**config.mk**
```make
export PLATFORM = sky130hd
export DESIGN_NAME = pfm_gate
export DESIGN_NICKNAME = d
export VERILOG_FILES = /design/src/rtl/pfm_pkg.sv /design/src/rtl/pfm_match.sv /design/src/rtl/pfm_bound.sv /design/src/rtl/pfm_gate.sv
export SDC_FILE = /design/constraint.sdc
export NUM_CORES = 1
export LEC_CHECK = 0
export CAP_MARGIN = 15
export CELL_PAD_IN_SITES_DETAIL_PLACEMENT = 0
export CELL_PAD_IN_SITES_GLOBAL_PLACEMENT = 1
export CORE_MARGIN = 10
export CORE_UTILIZATION = 23
export CTS_BUF_LIST = sky130_fd_sc_hd__clkbuf_4
export CTS_CLUSTER_DIAMETER = 40
export DETAILED_ROUTE_END_ITERATION = 7
export GPL_ROUTABILITY_DRIVEN = 0
export PLACE_DENSITY_LB_ADDON = 0.1
export SLEW_MARGIN = 30
export SYNTH_ARGS = -nofsm -noshare
export SYNTH_HDL_FRONTEND = slang
export SYNTH_SLANG_ARGS = --single-unit
```
**constraint.sdc**
```tcl
create_clock -name clk -period 2.6 [get_ports clk]
set_input_delay 0.39 -clock clk [delete_from_list [all_inputs] [get_ports clk]]
set_output_delay 0.39 -clock clk [all_outputs]
set_load 0.005 [all_outputs]
```
**src/rtl/pfm_pkg.sv**
```systemverilog
// Shared encodings and field geometry for the periodic frame-match gate.
// Assumes an 8-bit schedule byte per descriptor.
package pfm_pkg;
    typedef enum logic [1:0] {
        KIND_APER = 2'b00,
        KIND_INTR = 2'b01,
        KIND_ISO  = 2'b10,
        KIND_RSVD = 2'b11
    } kind_e;

    localparam int SCHED_W  = 8;
    localparam int START_W  = 5;
    localparam int RATE_W   = SCHED_W - START_W;
    localparam int MAX_RATE = 5;
endpackage

```
**src/rtl/pfm_match.sv**
```systemverilog
// Per-entry match rule. Combinational: decides whether one descriptor
// qualifies in the frame given. Assumes frame_low holds the low byte of
// the frame number and blocked comes from the isochronous list bound.
module pfm_match
    import pfm_pkg::*;
(
    input  kind_e              kind,
    input  logic               active,
    input  logic               blocked,
    input  logic [SCHED_W-1:0] sched,
    input  logic [SCHED_W-1:0] frame_low,
    output logic               hit
);
    logic [RATE_W-1:0]  rate;
    logic [RATE_W-1:0]  rate_eff;
    logic [START_W-1:0] phase_mask;
    logic               intr_ok;
    logic               iso_ok;

    // Clamp the rate code and derive the low-bit mask of the polling period.
    always_comb begin
        rate       = sched[SCHED_W-1:START_W];
        rate_eff   = (rate > RATE_W'(MAX_RATE)) ? RATE_W'(MAX_RATE) : rate;
        phase_mask = ~({START_W{1'b1}} << rate_eff);
    end

    // Evaluate both rules and pick the one the kind selects.
    always_comb begin
        intr_ok = (((frame_low[START_W-1:0] ^ sched[START_W-1:0]) & phase_mask) == '0);
        iso_ok  = (sched == frame_low) && !blocked;
        unique case (kind)
            KIND_INTR: hit = active && intr_ok;
            KIND_ISO:  hit = active && iso_ok;
            default:   hit = 1'b0;
        endcase
    end
endmodule

```
**src/rtl/pfm_bound.sv**
```systemverilog
// Isochronous list bound. Entry i is blocked when any lower-indexed entry
// is an isochronous descriptor carrying the last flag. Assumes DEPTH >= 2.
module pfm_bound #(
    parameter int DEPTH = 8
) (
    input  logic [DEPTH-2:0] iso_last,
    output logic [DEPTH-1:0] blocked
);
    assign blocked[0] = 1'b0;

    // Prefix-OR chain: once a closing entry is seen, everything after is blocked.
    for (genvar i = 1; i < DEPTH; i++) begin : g_chain
        assign blocked[i] = blocked[i-1] | iso_last[i-1];
    end
endmodule

```
**src/rtl/pfm_gate.sv**
```systemverilog
// Periodic descriptor frame-match gate. On each start-of-frame strobe, it
// registers the eligibility of every table entry and holds it until the next
// strobe. Assumes one strobe per frame and a table stable at the strobe edge.
module pfm_gate
    import pfm_pkg::*;
#(
    parameter int DEPTH   = 8,
    parameter int FRAME_W = 11
) (
    input  logic                       clk,
    input  logic                       rst_n,
    input  logic                       sof,
    input  logic [FRAME_W-1:0]         frame_num,
    input  logic [DEPTH-1:0]           desc_active,
    input  logic [DEPTH-1:0]           desc_last,
    input  logic [2*DEPTH-1:0]         desc_kind,
    input  logic [SCHED_W*DEPTH-1:0]   desc_sched,
    output logic [DEPTH-1:0]           elig
);
    logic [SCHED_W-1:0] frame_low;
    logic [DEPTH-2:0]   iso_last;
    logic [DEPTH-1:0]   blocked;
    logic [DEPTH-1:0]   hit;

    assign frame_low = frame_num[SCHED_W-1:0];

    // Flag the entries that close the isochronous list.
    for (genvar i = 0; i < DEPTH - 1; i++) begin : g_last
        assign iso_last[i] = desc_last[i] && (kind_e'(desc_kind[2*i +: 2]) == KIND_ISO);
    end

    pfm_bound #(.DEPTH(DEPTH)) u_bound (
        .iso_last (iso_last),
        .blocked  (blocked)
    );

    for (genvar i = 0; i < DEPTH; i++) begin : g_entry
        pfm_match u_match (
            .kind      (kind_e'(desc_kind[2*i +: 2])),
            .active    (desc_active[i]),
            .blocked   (blocked[i]),
            .sched     (desc_sched[SCHED_W*i +: SCHED_W]),
            .frame_low (frame_low),
            .hit       (hit[i])
        );
    end

    // Capture eligibility on the strobe, hold it for the rest of the frame.
    always_ff @(posedge clk) begin
        if (!rst_n) begin
            elig <= '0;
        end else if (sof) begin
            elig <= hit;
        end
    end
endmodule

```
### Word level (Yosys, flattened, before mapping)

Cells that the tools add are included.

| storage, ports and cells | value |
|---|---|
| bits in writable memories | 0 |
| memories | 0 |
| bits in latches | 0 |
| register bits after elaboration | 8 |
| output and inout bits | 8 |
| memory bits (read-only) | 0 |
| logic and storage cells | 132 |

| operators by class | value |
|---|---|
| reductions and logical operators | 45 |
| order comparisons | 8 |
| mux-type cells | 16 |
| $add $sub $neg | 0 |
| div/mod/pow operators | 0 |
| multiply operators | 0 |
| bitwise operators | 30 |
| shift-type cells | 8 |
| equal/unequal tests | 24 |

Operator list:

| cell | count |
|---|---|
| 8-bit equality test | 8 |
| 5-bit AND | 8 |
| 5-bit logical NOT | 8 |
| 5-bit NOT | 8 |
| 5-bit by 3-bit << shifter with 5-bit output (first input constant) | 8 |
| 5-bit bitwise XOR | 8 |
| 1-bit logical AND | 30 |
| 3-bit greater-than comparator (second input constant) | 8 |
| 3-bit 2-to-1 mux | 8 |
| 2-bit by 1-bit equality test with 1-bit output (second input constant) | 8 |
| 2-bit equality test (second input constant) | 8 |
| 1-bit one-hot mux with 2 select lines | 8 |
| 1-bit logical NOT | 7 |
| 1-bit OR | 6 |

### Longest topological paths before layout

Gate-level depths: netlist of the first run.

| logic depth | value |
|---|---|
| word-level depth | 12 |
| depth in mapped cells | 7 |
| gate-level depth less buffers | 7 |

### Hierarchy

A second synthesis of the first run with hierarchy kept.

| unflattened totals | value |
|---|---|
| cell total of the unflattened synthesis | 232 |
| area total of the unflattened synthesis | 1734.2 sq um |

By module, submodules not included:

| module | area an instance (sq um) | instances | cells an instance |
|---|---|---|---|
| pfm_match at g_entry[0].u_match ... | 166.4 | 6 | 24 |
| pfm_gate | 354.1 | 1 | 39 |
| pfm_match at g_entry[6].u_match ... | 158.9 | 2 | 20 |
| pfm_bound | 63.8 | 1 | 9 |

### Worst setup path before layout of the first run

No wires, ideal clock.

| timing | value |
|---|---|
| path type | input to register |
| start | input frame_num[3] |
| end | register elig[5] |
| slack | 0.550 ns |
| stages on the path | 6 |
| data arrival time | 1.991 ns |
| library setup time | 0.059 ns |
| cells stage by stage | clkbuf_1 > xor2_1 > or4_1 > or4_1 > o41ai_2 > a22o_1 |

| between the ends | value |
|---|---|
| cells in the longest elaborated chain, start to end | 5 |

RTL lines:

| item | line | source |
|---|---|---|
| start, declared | pfm_gate.sv:13 | `input logic [FRAME_W-1:0] frame_num,` |
| 5-bit bitwise XOR | pfm_match.sv:29 | `intr_ok = (((frame_low[START_W-1:0] ^ sched[START_W-1:0]) & phase_mask) == '0);` |
| 5-bit AND | pfm_match.sv:29 |  |
| 5-bit logical NOT | pfm_match.sv:29 |  |
| 1-bit logical AND | pfm_match.sv:32 | `KIND_INTR: hit = active && intr_ok;` |
| 1-bit one-hot mux with 2 select lines (*) | pfm_match.sv:31 | `unique case (kind)` |
| end signal, assigned | pfm_gate.sv:53 | `elig <= hit;` |
| end, declared | pfm_gate.sv:18 | `output logic [DEPTH-1:0] elig` |

Every way passes the cells marked *; elsewhere a longest branch is shown, timed or not.
A chain may end at the register's enable or synchronous reset.

### Worst setup path after layout of the first run

| timing | value |
|---|---|
| start | input desc_kind[0] |
| end | register elig[7] |

| between the ends | value |
|---|---|
| cells in the longest elaborated chain, start to end | 12 |

RTL lines:

| item | line | source |
|---|---|---|
| start, declared | pfm_gate.sv:16 | `input logic [2*DEPTH-1:0] desc_kind,` |
| 2-bit equality test | pfm_gate.sv:29 | `assign iso_last[i] = desc_last[i] && (kind_e'(desc_kind[2*i +: 2]) == KIND_ISO);` |
| 1-bit logical AND | pfm_gate.sv:29 |  |
| 1-bit OR (6 in series) | pfm_bound.sv:13 | `assign blocked[i] = blocked[i-1] \| iso_last[i-1];` |
| 1-bit logical NOT | pfm_match.sv:30 | `iso_ok = (sched == frame_low) && !blocked;` |
| 1-bit logical AND | pfm_match.sv:30 |  |
| 1-bit logical AND | pfm_match.sv:33 | `KIND_ISO: hit = active && iso_ok;` |
| 1-bit one-hot mux with 2 select lines | pfm_match.sv:31 |  |

Every way passes these cells.

==> impl_results.md, run 1 <==
* Status: finished, final reports clean
* Worst Setup End Kind: flip-flop
* Final setup fails at 0
* Root buf cell: clkbuf_4
* Cell Area, Synth at roughly 1600 sq um
* Post-Syn Area per Cell at 7.513 sq um
* HPWL after detailed placement at about 6.3 mm
* Mux contribution to synthesized area at 0%
* HP Class: flip-flop to flip-flop
* Layout fillers at 708
* Final period utilization at 92.11%
* CP arrival at between 2000 and 3000 ps
* R2R Path End: elig[1]$_SDFFE_PN0P_
* Nets at roughly 460
* FMAX at ~420 MHz
* # resized after CTS at 0
* Netlist cell types at 45
* Commonest non-fill, non-tap cell in the layout: clkdlybuf4s50_1
* Internal at approximately 0.44 mW
* Layout cells sized above 1 at 7.080%
* Setup slack, reg-to-reg at 1980 ps
* Sequential power share at approximately a fifth
* Initial antenna violation count at 0
* Setup bufs post-CTS at 0
* Initial Utilization at 23.57%
* Diodes inserted at 0
* Reg clk slew, reported paths at approximately 70 ps
* CP Data Required Time at 2820 ps
* Die Wd at 103.2 um
* Clock share of power at 16.8%
* Worst reg-to-reg path cell count at 1
* Num CTS Buffers at 3
* Hold Vio Cnt, Final at 0
* Worst Setup EP: elig[7]$_SDFFE_PN0P_
* Biggest register: elig
* Post-route cell area at between 2000 and 3000 sq um
* CTS tree: done
* Total GRT Usage at around 14%
* Simple-gate portion of the synthesized area at roughly 18%
* Crit path kind: input port to flip-flop
* Reg2reg start: elig[1]$_SDFFE_PN0P_
* Synth Area in Compound Gates at roughly 23%
* Pwr Total at 0.6697 mW
* Antenna viol nets, final at 0
* Post-route clock skew at 0 ps
* Vias at 1975
* Post-Syn Instances at ~210
* Number of max-cap violations at 0
* Syn_nets at 330
* Routed wire per std cell at 17.64 um
* Full die area at 10650 sq um
* Adder-cell area share of the yosys netlist at 6.284%
* # rows at 30
* Largest family of logic cells by synthesized area: XOR/XNOR gates
* Gr busiest metal: met2
* Vias in the first global route at 2206
* Commonest non-fill, non-tap cells in the layout: clkdlybuf4s50_1 (113), xor2_1 (45), buf_4 (20)
* CTS max path bufs at 2
* Combinational fraction of design power at 64.5%
* Seq/Total Area, Yosys at 10.05%
* Final wirelength at 7.393 mm
* Core region area at approximately 6800 sq um
* First-pass GRT wire length at 11.31 mm
* Htree depth at 1
* DRT Pass-1 Iters at 4
* Post-CTS Hold Buffers at 0
* Sink Count at 8
* Critical Path Source Type: input port
* Via/cell ratio at between 4 and 5
* RSZ-0062 raised after global routing: false
* Pleak at 1.178 nW
* Max reg flops at 8
* Met2 usage at 24.23%
* IO Pins at between 100 and 150
* Final Max Tran Viols at 0
* Synth warn at 0
* Core Util, Final at 43.70%
* FF+latch area at 160.2 sq um
* Biggest regs: elig (8)
* Max-slew headroom at 67.30%
* Xor-xnor portion of the synthesized cell area at 35.19%
* Maximum number of pins on one net before global-route repair at 9
* Initial DRC Count at 37
* Drt drc at 0
* Gr ovfl total at 0
* IO buf count at 113
* VDD IR max at 0.00007242 V
* Critical Path Start: desc_kind[0]
* Met3 Use GR at 4.319%
* Yosys reg bits at 8
* Min Tclk post-route at 2395 ps
* Layout area overhead at 85.39%
* CP max FO at 4
* Height of the die at between 100 and 150 um
* Post-DP Area at 2930 sq um
* Pwr Density at around 230 nW/um^2
* Switch share at 34.67%
* Clk_lat worst skew at 270 ps
* Global routing met1 resource utilization at 16.13%
* Net switching power at 0.2322 mW
* Slew @ Worst Pin at ~480 ps
* Multi-input logic area at 1314 sq um
-- per-stage QoR --
stage	hold slack [ps]	std cells	setup TNS (ps)	worst slack (ps)
floorplan	434.5	212	0	549.6
global placement	424.6	416	-174.5	-157.1
detailed placement	441.8	416	-134.3	-134.3
CTS	453.2	419	0	145.3
global route	473.1	419	0	26.36
finish	448.5	419	0	205.0
-- cell families after synthesis --
kind of cell               Yosys count
xor gates and xnor gates            64
adders and majority gates            8
and+or+nand+nor                     54
AOI/OAI and AO/OA                   49
DFF                                  8
buffers and inverters               29
-- Yosys cell counts, drive strengths merged --
cell / count / area [sq um]
or4: 7 / 52.55
nor4: 3 / 18.77
a21boi: 1 / 7.510
o31ai: 2 / 15.01
nor2: 8 / 30.03
buf: 5 / 28.78
a32o: 1 / 10.01
a22o: 4 / 35.03
o21a: 1 / 7.510
nand2: 17 / 63.81
o21bai: 1 / 7.510
clkbuf: 4 / 15.01
inv: 19 / 71.32
a31oi: 1 / 6.260
a222oi: 1 / 10.01
a221oi: 1 / 8.760
ha: 8 / 100.1
clkinv: 1 / 3.750
a21oi: 9 / 45.04
nand3: 7 / 35.03
a311oi: 3 / 26.28
a211o: 3 / 26.28
nand4: 2 / 12.51
o22a: 1 / 8.760
nor2b: 1 / 6.260
nand2b: 1 / 6.260
or4b: 1 / 10.01
nand4b: 3 / 26.28
xor2: 45 / 394.1
o221ai: 2 / 17.52
dfxtp: 8 / 160.2
a211oi: 1 / 7.510
a2111oi: 5 / 43.79
and2: 1 / 6.260
xnor2: 19 / 166.4
a221o: 1 / 10.01
o2bb2ai: 1 / 8.760
o21ai: 8 / 40.04
nor3: 2 / 10.01
o41ai: 2 / 25.03
nor4b: 1 / 8.760
-- critical path, stage by stage --
cell	delay (ps)
clkdlybuf4s50_1	450
inv_1	40
ha_1	250
a222oi_1	400
buf_4	180
nand4_1	130
or4_1	520
o21ai_1	110
a22o_1	140
-- power groups by stage --
stage / Sequential, mW / Combinational [mW] / Clock [mW]
floorplan: 0.128 / 0.178 / 0
global route: 0.125 / 0.476 / 0.129
global placement: 0.128 / 0.435 / 0
finish: 0.125 / 0.432 / 0.113
detailed placement: 0.128 / 0.434 / 0
CTS: 0.125 / 0.437 / 0.124
-- worst min-delay path by stage --
stage	start	endpoint	cells after the start
final	elig[2]$_SDFFE_PN0P_	elig[2]$_SDFFE_PN0P_	2
after global routing	elig[4]$_SDFFE_PN0P_	elig[4]$_SDFFE_PN0P_	2
after CTS	elig[4]$_SDFFE_PN0P_	elig[4]$_SDFFE_PN0P_	2
after detailed placement	elig[4]$_SDFFE_PN0P_	elig[4]$_SDFFE_PN0P_	2
after global placement	elig[4]$_SDFFE_PN0P_	elig[4]$_SDFFE_PN0P_	2
after floorplan	elig[4]$_SDFFE_PN0P_	elig[4]$_SDFFE_PN0P_	2
-- cell type report --
cell class / instances / share of cell area (%)
sequential: 8 / 5.424
timing repair buffer: 133 / 43.39
inverter: 20 / 2.542
clock buffer: 3 / 0.7627
tap: 80 / 3.390
multi-input combinational: 175 / 44.49
-- routing by layer --
layer	part of all wire, %	up-vias	routed length (um)
met2	48	77	3582
li1	-	1013	-
met5	0	-	0
met4	0.54	0	40
met1	42	883	3138
met3	8.5	2	630
Power figures use the tool's default switching activity.
==> inputs of run 2 (changes only) <==
HOLD_SLACK_MARGIN = 0.03   (was default)
==> results of run 2 <==
No change in the layout: final DEF, timing and power equal those of run 1.
